`src/rtl/pin_xbar.sv`:
```
module pin_xbar #(
  parameter int NFUNC = 6,
  parameter int NPIN  = 8,
  localparam int FW = (NFUNC > 1) ? $clog2(NFUNC) : 1,
  localparam int PW = (NPIN > 1) ? $clog2(NPIN) : 1
) (
  input  logic                clk,
  input  logic                rst_n,
  input  logic [NFUNC-1:0]    func_en,
  input  logic [NPIN-1:0]     skip,
  input  logic [NFUNC-1:0]    func_out,
  input  logic [NFUNC-1:0]    func_oe,
  input  logic [NPIN-1:0]     pin_in,
  output logic [NPIN-1:0]     pin_valid,
  output logic [NPIN*FW-1:0]  pin_sel,
  output logic [NFUNC-1:0]    func_asg,
  output logic [NFUNC*PW-1:0] func_pin,
  output logic [NFUNC-1:0]    func_ovf,
  output logic [NPIN-1:0]     pin_out,
  output logic [NPIN-1:0]     pin_oe,
  output logic [NFUNC-1:0]    func_in
);

  logic [NPIN-1:0]            taken, n_valid, valid_q;
  logic [NPIN-1:0][FW-1:0]    n_sel, sel_q;
  logic [NFUNC-1:0]           n_asg, asg_q, n_ovf, ovf_q;
  logic [NFUNC-1:0][PW-1:0]   n_pin, pin_q;
  logic                       found;

  always_comb begin
    taken   = '0;
    n_valid = '0;
    n_sel   = '0;
    n_asg   = '0;
    n_pin   = '0;
    n_ovf   = '0;
    found   = 1'b0;
    for (int f = 0; f < NFUNC; f++) begin
      found = 1'b0;
      if (func_en[f]) begin
        for (int p = 0; p < NPIN; p++) begin
          if (!found && !skip[p] && !taken[p]) begin
            found      = 1'b1;
            taken[p]   = 1'b1;
            n_valid[p] = 1'b1;
            n_sel[p]   = FW'(f);
            n_asg[f]   = 1'b1;
            n_pin[f]   = PW'(p);
          end
        end
        n_ovf[f] = !found;
      end
    end
  end

  always_ff @(posedge clk) begin
    if (!rst_n) begin
      valid_q <= '0;
      sel_q   <= '0;
      asg_q   <= '0;
      pin_q   <= '0;
      ovf_q   <= '0;
    end else begin
      valid_q <= n_valid;
      sel_q   <= n_sel;
      asg_q   <= n_asg;
      pin_q   <= n_pin;
      ovf_q   <= n_ovf;
    end
  end

  assign pin_valid = valid_q;
  assign pin_sel   = sel_q;
  assign func_asg  = asg_q;
  assign func_pin  = pin_q;
  assign func_ovf  = ovf_q;

  always_comb begin
    for (int p = 0; p < NPIN; p++) begin
      pin_out[p] = valid_q[p] & func_out[sel_q[p]];
      pin_oe[p]  = valid_q[p] & func_oe[sel_q[p]];
    end
    for (int f = 0; f < NFUNC; f++)
      func_in[f] = asg_q[f] ? pin_in[pin_q[f]] : 1'b1;
  end

  for (genvar p = 0; p < NPIN; p++) begin : g_pin_chk
    a_r4_skip_free: assert property (@(posedge clk) disable iff (!rst_n)
      pin_valid[p] |-> !$past(skip[p]));
    a_r7_idle_pin: assert property (@(posedge clk) disable iff (!rst_n)
      !pin_valid[p] |-> (!pin_oe[p] && !pin_out[p]));
  end

  for (genvar f = 0; f < NFUNC; f++) begin : g_fn_chk
    a_r5_off_no_pin: assert property (@(posedge clk) disable iff (!rst_n)
      !$past(func_en[f]) |-> (!func_asg[f] && !func_ovf[f]));
    a_r6_ovf_excl: assert property (@(posedge clk) disable iff (!rst_n)
      func_ovf[f] |-> !func_asg[f]);
    a_r9_unplaced_one: assert property (@(posedge clk) disable iff (!rst_n)
      !func_asg[f] |-> func_in[f]);
  end

endmodule

```
`config.mk`:
```
export PLATFORM = sky130hd
export DESIGN_NAME = pin_xbar
export DESIGN_NICKNAME = d
export VERILOG_FILES = /design/src/rtl/pin_xbar.sv
export SDC_FILE = /design/constraint.sdc
export NUM_CORES = 1
export LEC_CHECK = 0
export BUFFER_PORTS_ARGS = -buffer_cell sky130_fd_sc_hd__buf_2
export CORE_ASPECT_RATIO = 0.6
export CORE_MARGIN = 2
export CORE_UTILIZATION = 30
export DETAILED_ROUTE_END_ITERATION = 7
export SLEW_MARGIN = 10
export SYNTH_ARGS = -nofsm -noshare
export SYNTH_HDL_FRONTEND = slang
export SYNTH_SLANG_ARGS = --single-unit
```
`constraint.sdc`:
```
create_clock -name clk -period 3.55 [get_ports clk]
set_clock_uncertainty 0.2 [all_clocks]
set_input_delay 0.71 -clock clk [delete_from_list [all_inputs] [get_ports clk]]
set_output_delay 0.71 -clock clk [all_outputs]
set_load 0.05 [all_outputs]
```
==> results by group, run 1 <==
STA
  • Peak Freq: 306 MHz
  • RSZ-0062 raised after global routing: false
  • Final hold violation count: 0
  • Fin Setup TNS: 0 ns
  • Min Tclk post-route: 3.26 ns
  • Worst hold margin: 0.548 ns
  • Setup-failing EPs final: 0
  • Fin crit share: 91.9%
  • Slew headroom: 31.7%
  • Slew Viols, Final: 0
  • Worst-margin pin slew: 1.02 ns

Power and ir drop
  • Sw Ratio: 37.1%
  • Register share of total power: 30.6%
  • Pwr per Cell Area: 391 mW/mm2
  • P_leak: 2.80 nW
  • Clock power frac: 33.4%
  • Logic gate share of total power: 36.1%
  • P_sw: 0.000954 W
  • Internal power: 0.00162 W
  • Max IR drop VDD: 0.191 mV
  • Total power: 0.00257 W

Synthesis
  • Mean Syn Cell Area: 8.41 um2
  • Synth top area cells: dfxtp_1 (25%), mux4_2 (13%), mux2i_1 (8.3%)
  • Synth unique cells: 79
  • Synth Flop Type: dfxtp_1
  • Leading area contributor after synthesis: dfxtp_1
  • Mapped Area: 0.00504 mm2
  • Net Count, Synth: 635
  • EDFF count, synth: 0
  • Yosys warns: 0
  • Fraction of registers with async set/reset: 0%
  • Synth top area share: 24.6%
  • #FFs+latches synth: 62
  • Sequential share of the synthesized area: 24.6%
  • Cell count after synthesis: 599

Clocking
  • CTS tree: done
  • CTS max path bufs: 2
  • Post-CTS sizing: 0
  • Clock-pin slew on the worst setup and hold paths: 0.06 ns
  • Root Buffer: clkbuf_16
  • Cts hold-fix bufs: 0
  • # Post-CTS Setup Buffers: 0
  • Num CTS Buffers: 9
  • CTS Sinks: 62
  • H-tree Lvls: 3

Global route
  • Grt ovf: 0
  • Vias in the first global route: 4,995
  • First-pass GRT wire length: 28,500 um
  • Initial antenna violation count: 1
  • GRT Overall Usage: 20.6%
  • Largest net degree at the start of global routing: 30

Placement
  • RePlAce Congestion: 0.985
  • Placed Area: 0.00629 mm2
  • PortBufs: 119
  • Dpl cells: 974
  • Post-DP HPWL: 14,600 um

Floorplan
  • Initial core utilization: 30.8%
  • Die ar.: 0.0179 mm2
  • I/O pins: 120
  • Num rows: 36
  • Die X: 171 um
  • Die Ht: 104 um
  • Core area: 0.0164 mm2

Worst setup path
  • WS Path Type: input port to flip-flop
  • CP Capture Type: flip-flop
  • Critical path's most frequent cell: a211o_1
  • Worst EP required: 3.59 ns
  • Largest fanout on the critical path: 7
  • Critical Path AT: 3.31 ns
  • Top delay family on crit path: compound AO/OA/AOI/OAI gates
  • Max stage delay cell, worst path: a221o_2
  • Type of origin of the critical path: input port
  • Critical Path Max Stage Delay: 0.43 ns
  • Crit path from: skip[1]
  • Crit path to: func_pin[15]
  • Buf/Inv on CP: 2
  • Crit. path cell count: 11
  • CP cell instances: buf_2, maj3_2, a211o_1, a221o_2, nand4_2, a21oi_2, a211o_1, buf_4, nor3b_2, o21ai_1, a21oi_1

Layout
  • Final Non-Filler Cells: 990
  • Layout cells sized above 1: 34.0%
  • Antenna Cells: 0
  • Final instance area: 0.00658 mm2
  • Final net count: 793
  • Area grow syn2layout: 30.5%

Worst hold path
  • Hold Path Class: input port to flip-flop

Route
  • Routed WL: 18,200 um
  • DRT Pass-1 Iters: 7
  • Routed wire per std cell: 18.4 um
  • Initial DRC Count: 633
  • DR vias/cell: 5.63
  • Routed Antenna Nets: 0
  • DR vias: 5,576
  • Remaining DRCs: 0

Run status
  • Outcome: finished, final reports clean

Job
  • Max cap viols: 0
-- state kept, by name, indices dropped and copies added, names as in the netlist --
signal and flops:
func_ovf 6, func_pin 18, func_asg 6, pin_sel 24, pin_valid 8
-- per-layer routing --
layer  wire [um]  vias up  track usage [%]
met1        9470     2663             34.0
met5           0        -                0
met3        1850       14             5.02
li1            -     2596                -
met4         136        0             3.81
met2        6730      303             25.9
-- cell usage in the layout (no fill, tap or decap), drive strengths merged, types with 18 or more instances in the layout --
cell type,Yosys,final
buf,24,196
dfxtp,62,62
nor2,59,59
nand2,52,52
a21oi,48,48
mux2i,42,42
mux4,28,28
o21ai,26,26
nand3,18,18
-- area by class of cell --
type	count	area [um2]
Tap cell	228	285
Fill cell	1662	9770
Clock buffer	10	229
Clock inverter	6	61.3
Sequential cell	62	1240
Timing Repair Buffer	196	1200
Inverter	12	50.0
Multi-Input combinational cell	476	3510
-- per-stage QoR --
| step | util (%) | setup slack (ns) |
|---|---|---|
| 2_1_floorplan | - | 0.218 |
| 3_3_place_gp | 38.5 | 0.0201 |
| 5_1_grt | 40.2 | 0.0972 |
| 3_5_place_dp | 38.5 | 0.0168 |
| 4_1_cts | 40.2 | 0.331 |
| 6_report | 40.2 | 0.286 |
-- Yosys cell counts (all sizes together) (5+ instances only) --
| library cell | count |
|---|---|
| o21a | 7 |
| inv | 11 |
| nor2 | 59 |
| o22ai | 5 |
| and2 | 5 |
| a22o | 5 |
| a21oi | 48 |
| nor2b | 17 |
| nand3 | 18 |
| nor3b | 7 |
| a211oi | 5 |
| a21o | 7 |
| and3 | 12 |
| a31oi | 6 |
| nor4 | 8 |
| nand2 | 52 |
| nor3 | 17 |
| clkbuf | 25 |
| or3 | 5 |
| dfxtp | 62 |
| a21boi | 5 |
| maj3 | 6 |
| o2111ai | 6 |
| o211ai | 8 |
| o21ai | 26 |
| a221oi | 5 |
| nand2b | 5 |
| mux2i | 42 |
| buf | 24 |
| mux4 | 28 |
-- worst min-delay path by stage --
stage | startpoint | endpoint | slack [ns] | cells past startpoint
2_1_floorplan | skip[2] | pin_sel[8] | 0.73 | 3
3_3_place_gp | skip[6] | func_ovf[0] | 0.88 | 3
3_5_place_dp | skip[6] | func_ovf[0] | 0.90 | 3
4_1_cts | skip[6] | func_ovf[0] | 0.54 | 3
5_1_grt | func_en[4] | pin_sel[11] | 0.57 | 3
6_report | skip[6] | func_ovf[0] | 0.55 | 3
-- power by group through the flow --
| stage | sequential, W | clock, W | combinational (W) |
|---|---|---|---|
| floorplan | 0.000928 | 0 | 0.000490 |
| global route | 0.000792 | 0.000906 | 0.000990 |
| finish | 0.000786 | 0.000858 | 0.000927 |
| CTS | 0.000786 | 0.000874 | 0.000914 |
| global placement | 0.000800 | 0 | 0.000912 |
| detailed placement | 0.000799 | 0 | 0.000909 |
-- kinds of logic (layout without fill, tap and decap cells) --
| kind of cell | count (synthesis) | in the layout | synth area share (%) |
|---|---|---|---|
| flip-flops | 62 | 62 | 24.6 |
| AND/OR/NAND/NOR | 218 | 218 | 21.4 |
| multiplexers | 71 | 71 | 21.1 |
| AO/OA/AOI/OAI | 174 | 174 | 24.8 |
| buffers and inverters | 61 | 224 | 5.66 |
| adder cells (fa/ha/maj) | 6 | 6 | 1.22 |
| XOR/XNOR | 7 | 7 | 1.22 |
(Power assumes the default switching activity.)
==> inputs of run 2 (changes only) <==
- ABC_AREA: default -> 1
==> run 2 against run 1 <==
Via count decreased by 2.5%; global-route usage is 0.19 points higher; sequential cell count stayed put; combinational power shrank 5.2%; cell count rose by 9.3%; critical endpoint is now func_asg[5].
==> results by group, run 2 <==
Run status
  • Outcome: finished, final reports clean

Synthesis
  • #FFs+latches synth: 62 (unchanged)
  • EDFF count, synth: 0 (unchanged)
  • Yosys warns: 0 (unchanged)
  • Largest family of logic cells by synthesized area: simple AND/OR/NAND/NOR gates
  • Mapped Area: 0.00452 mm2 (-10%)
  • Synth Flop Type: dfxtp_1
  • Net Count, Synth: 754 (+19%)
  • Synth cell count leaders: nand2_1 (129), inv_1 (99), a21oi_1 (76)
  • Fraction of registers with async set/reset: 0% (unchanged)
  • Adder-cell share of the synthesized area: 0% (-1.2 points)
  • Sequential share of the synthesized area: 27.5% (+2.8 points)
  • Synth top area cells: dfxtp_1 (27%), nand2_1 (11%), a21oi_1 (8.4%)
  • Mean Syn Cell Area: 6.29 um2 (-25%)
  • Leading area contributor after synthesis: dfxtp_1
  • Most frequent cell after synthesis: nand2_1
  • Simple-Gate Fraction of Synth Area: 34.0% (+13 points)
  • Mux cell area share after synthesis: 0% (-21 points)
  • Synth Area in XOR/XNOR: 0% (-1.2 points)
  • Synth unique cells: 41 (-48%)
  • Synth top area share: 27.5% (+2.8 points)
  • Cell count after synthesis: 718 (+20%)
  • Compound-cell area share of the yosys netlist: 26.6% (+1.8 points)

Power and ir drop
  • Sw Ratio: 38.1% (+1.0 points)
  • Total power: 0.00256 W (-0.49%)
  • P_sw: 0.000976 W (+2.2%)
  • Internal power: 0.00158 W (-2.1%)
  • P_leak: 2.86 nW (+2.1%)
  • Logic gate share of total power: 34.4% (-1.7 points)
  • Register share of total power: 31.1% (+0.5 points)
  • Pwr per Cell Area: 429 mW/mm2 (+9.7%)
  • Max IR drop VDD: 0.221 mV (+16%)
  • Clock power frac: 34.5% (+1.1 points)

Placement
  • Post-Place Setup Slack: 0.0294 ns (+0.0126 ns)
  • Dpl cells: 1,066 (+9.4%)
  • RePlAce Congestion: 0.933 (-5.3%)
  • Post-DP HPWL: 13,800 um (-5.3%)
  • PortBufs: 119 (unchanged)

Worst setup path
  • Crit path to: func_asg[5]
  • Largest fanout on the critical path: 8 (+1)
  • Critical Path Max Stage Delay: 0.23 ns (-0.20 ns)
  • Crit. path cell count: 25 (+14)
  • Buf/Inv on CP: 2 (unchanged)
  • Crit path from: skip[0]
  • WS Path Type: input port to flip-flop
  • Worst EP required: 3.58 ns (about the same)
  • CP Capture Type: flip-flop
  • Top delay family on crit path: simple AND/OR/NAND/NOR gates
  • Max stage delay cell, worst path: nor2_4
  • Critical Path AT: 3.24 ns (-0.07 ns)
  • Type of origin of the critical path: input port

Floorplan
  • Die ar.: 0.0161 mm2 (-10%)
  • Core area: 0.0146 mm2 (-11%)
  • Initial core utilization: 31.0% (+0.15 points)
  • Die Ht: 99.1 um (-5.1%)
  • Num rows: 34 (-5.6%)
  • I/O pins: 120 (unchanged)
  • Die X: 162 um (-5.2%)

Layout
  • Antenna Cells: 0 (unchanged)
  • Final net count: 915 (+15%)
  • Fillers: 1,547 (-6.9%)
  • Layout cells sized above 1: 30.3% (-3.7 points)
  • Leading cell type in the layout, fill and taps excluded: nand2_1
  • Final Util: 40.9% (+0.67 points)
  • Max reg flops: 24 (unchanged)
  • Final Non-Filler Cells: 1,082 (+9.3%)
  • Commonest non-fill, non-tap cells in the layout: nand2_1 (128), buf_2 (119), inv_1 (99), a21oi_1 (76), nor2_1 (67)
  • Area grow syn2layout: 32.1%

Route
  • Initial DRC Count: 588 (-7.1%)
  • Routed WL: 16,700 um (-8.2%)
  • DRT Pass-1 Iters: 6 (-1)
  • DR vias/cell: 5.03 (-11%)
  • Routed Antenna Nets: 0 (unchanged)
  • Routed wire per std cell: 15.4 um (-16%)
  • Remaining DRCs: 0 (unchanged)
  • DR vias: 5,439 (-2.5%)

STA
  • Min Tclk post-route: 3.21 ns (-0.0574 ns)
  • RSZ-0062 raised after global routing: false
  • Peak Freq: 312 MHz (+1.8%)
  • Final WS setup: 0.344 ns (+0.0574 ns)
  • Fin crit share: 90.3% (-1.6 points)
  • Slew headroom: 69.7% (+38 points)
  • Fin Setup TNS: 0 ns (unchanged)
  • Worst-margin pin slew: 0.450 ns (-0.565 ns)
  • Final hold violation count: 0 (unchanged)
  • Setup-failing EPs final: 0 (unchanged)
  • Slew Viols, Final: 0 (unchanged)

Clocking
  • CTS max path bufs: 2 (unchanged)
  • H-tree Lvls: 3 (unchanged)
  • Clock-pin slew on the worst setup and hold paths: 0.05 ns (about the same)
  • Root Buffer: clkbuf_16
  • CTS Sinks: 62 (unchanged)
  • Num CTS Buffers: 9 (unchanged)
  • CTS tree: done
  • Cts hold-fix bufs: 0 (unchanged)

Global route
  • Vias in the first global route: 4,704 (-5.8%)
  • Grt ovf: 0 (unchanged)
  • Largest net degree at the start of global routing: 17 (-43%)
  • GRT Overall Usage: 20.8% (+0.19 points)
  • First-pass GRT wire length: 26,000 um (-8.7%)
  • Initial antenna violation count: 0 (-1)

Worst hold path
  • Number of cells on the worst hold path: 4 (+1)
  • Hold Path Class: input port to flip-flop

Job
  • Max cap viols: 0 (unchanged)
run 2: stage by stage:
step	hold WS [ns]	instance area [um2]
floorplan	0.606	4520
global placement	0.844	5660
detailed placement	0.846	5660
CTS	0.498	5960
global route	0.511	5970
finish	0.505	5970
run 2: how the worst min path moves through the flow:
| stage | start | to | slack (ns) |
|---|---|---|---|
| 4_1_cts | func_en[4] | pin_sel[0] | 0.50 |
| 5_1_grt | skip[7] | func_asg[0] | 0.51 |
| 3_5_place_dp | func_en[4] | pin_sel[0] | 0.85 |
| 2_1_floorplan | skip[7] | func_asg[0] | 0.61 |
| 6_report | func_en[4] | pin_sel[0] | 0.51 |
| 3_3_place_gp | func_en[4] | pin_sel[0] | 0.84 |
run 2: cell families after synthesis:
group,after synthesis
compound gates,202
buf+inv,136
flops,62
simple gates,318
run 2: metal layers:
| layer | track usage [%] | part of all wire (%) | wire length [um] |
|---|---|---|---|
| met1 | 35.2 | 55 | 9140 |
| met3 | 5.26 | 9.9 | 1650 |
| met5 | 0 | 0 | 0 |
| met2 | 25.3 | 35 | 5860 |
| met4 | 2.72 | 0.33 | 55 |
run 2: area by class of cell:
| class | count | area [um2] | area share [%] |
|---|---|---|---|
| clock buffer | 13 | 260 | 4.36 |
| multi-input combinational | 520 | 2740 | 46.0 |
| clock inverter | 3 | 42.5 | 0.713 |
| tap | 198 | 248 | 4.15 |
| timing repair buffer | 175 | 1020 | 17.0 |
| inverter | 111 | 417 | 6.98 |
| sequential | 62 | 1240 | 20.8 |
run 2: power groups by stage:
stage	clock [W]	sequential, W	combinational, W
after floorplan	0	0.000944	0.000447
after global placement	0	0.000810	0.000862
after detailed placement	0	0.000810	0.000863
after CTS	0.000897	0.000796	0.000866
after global routing	0.000933	0.000803	0.000948
final	0.000883	0.000796	0.000879
run 2: tightest hold or removal path, stage by stage:
cell and delay, ns:
buf_2 0.12, nor2_1 0.06, nand2_1 0.05, a21oi_1 0.05
run 2: timing repair:
action | in CTS | in global routing
endpoints found under the setup margin | 0 | 3
setup buffers | 0 | 0
gates resized for setup | 0 | 3
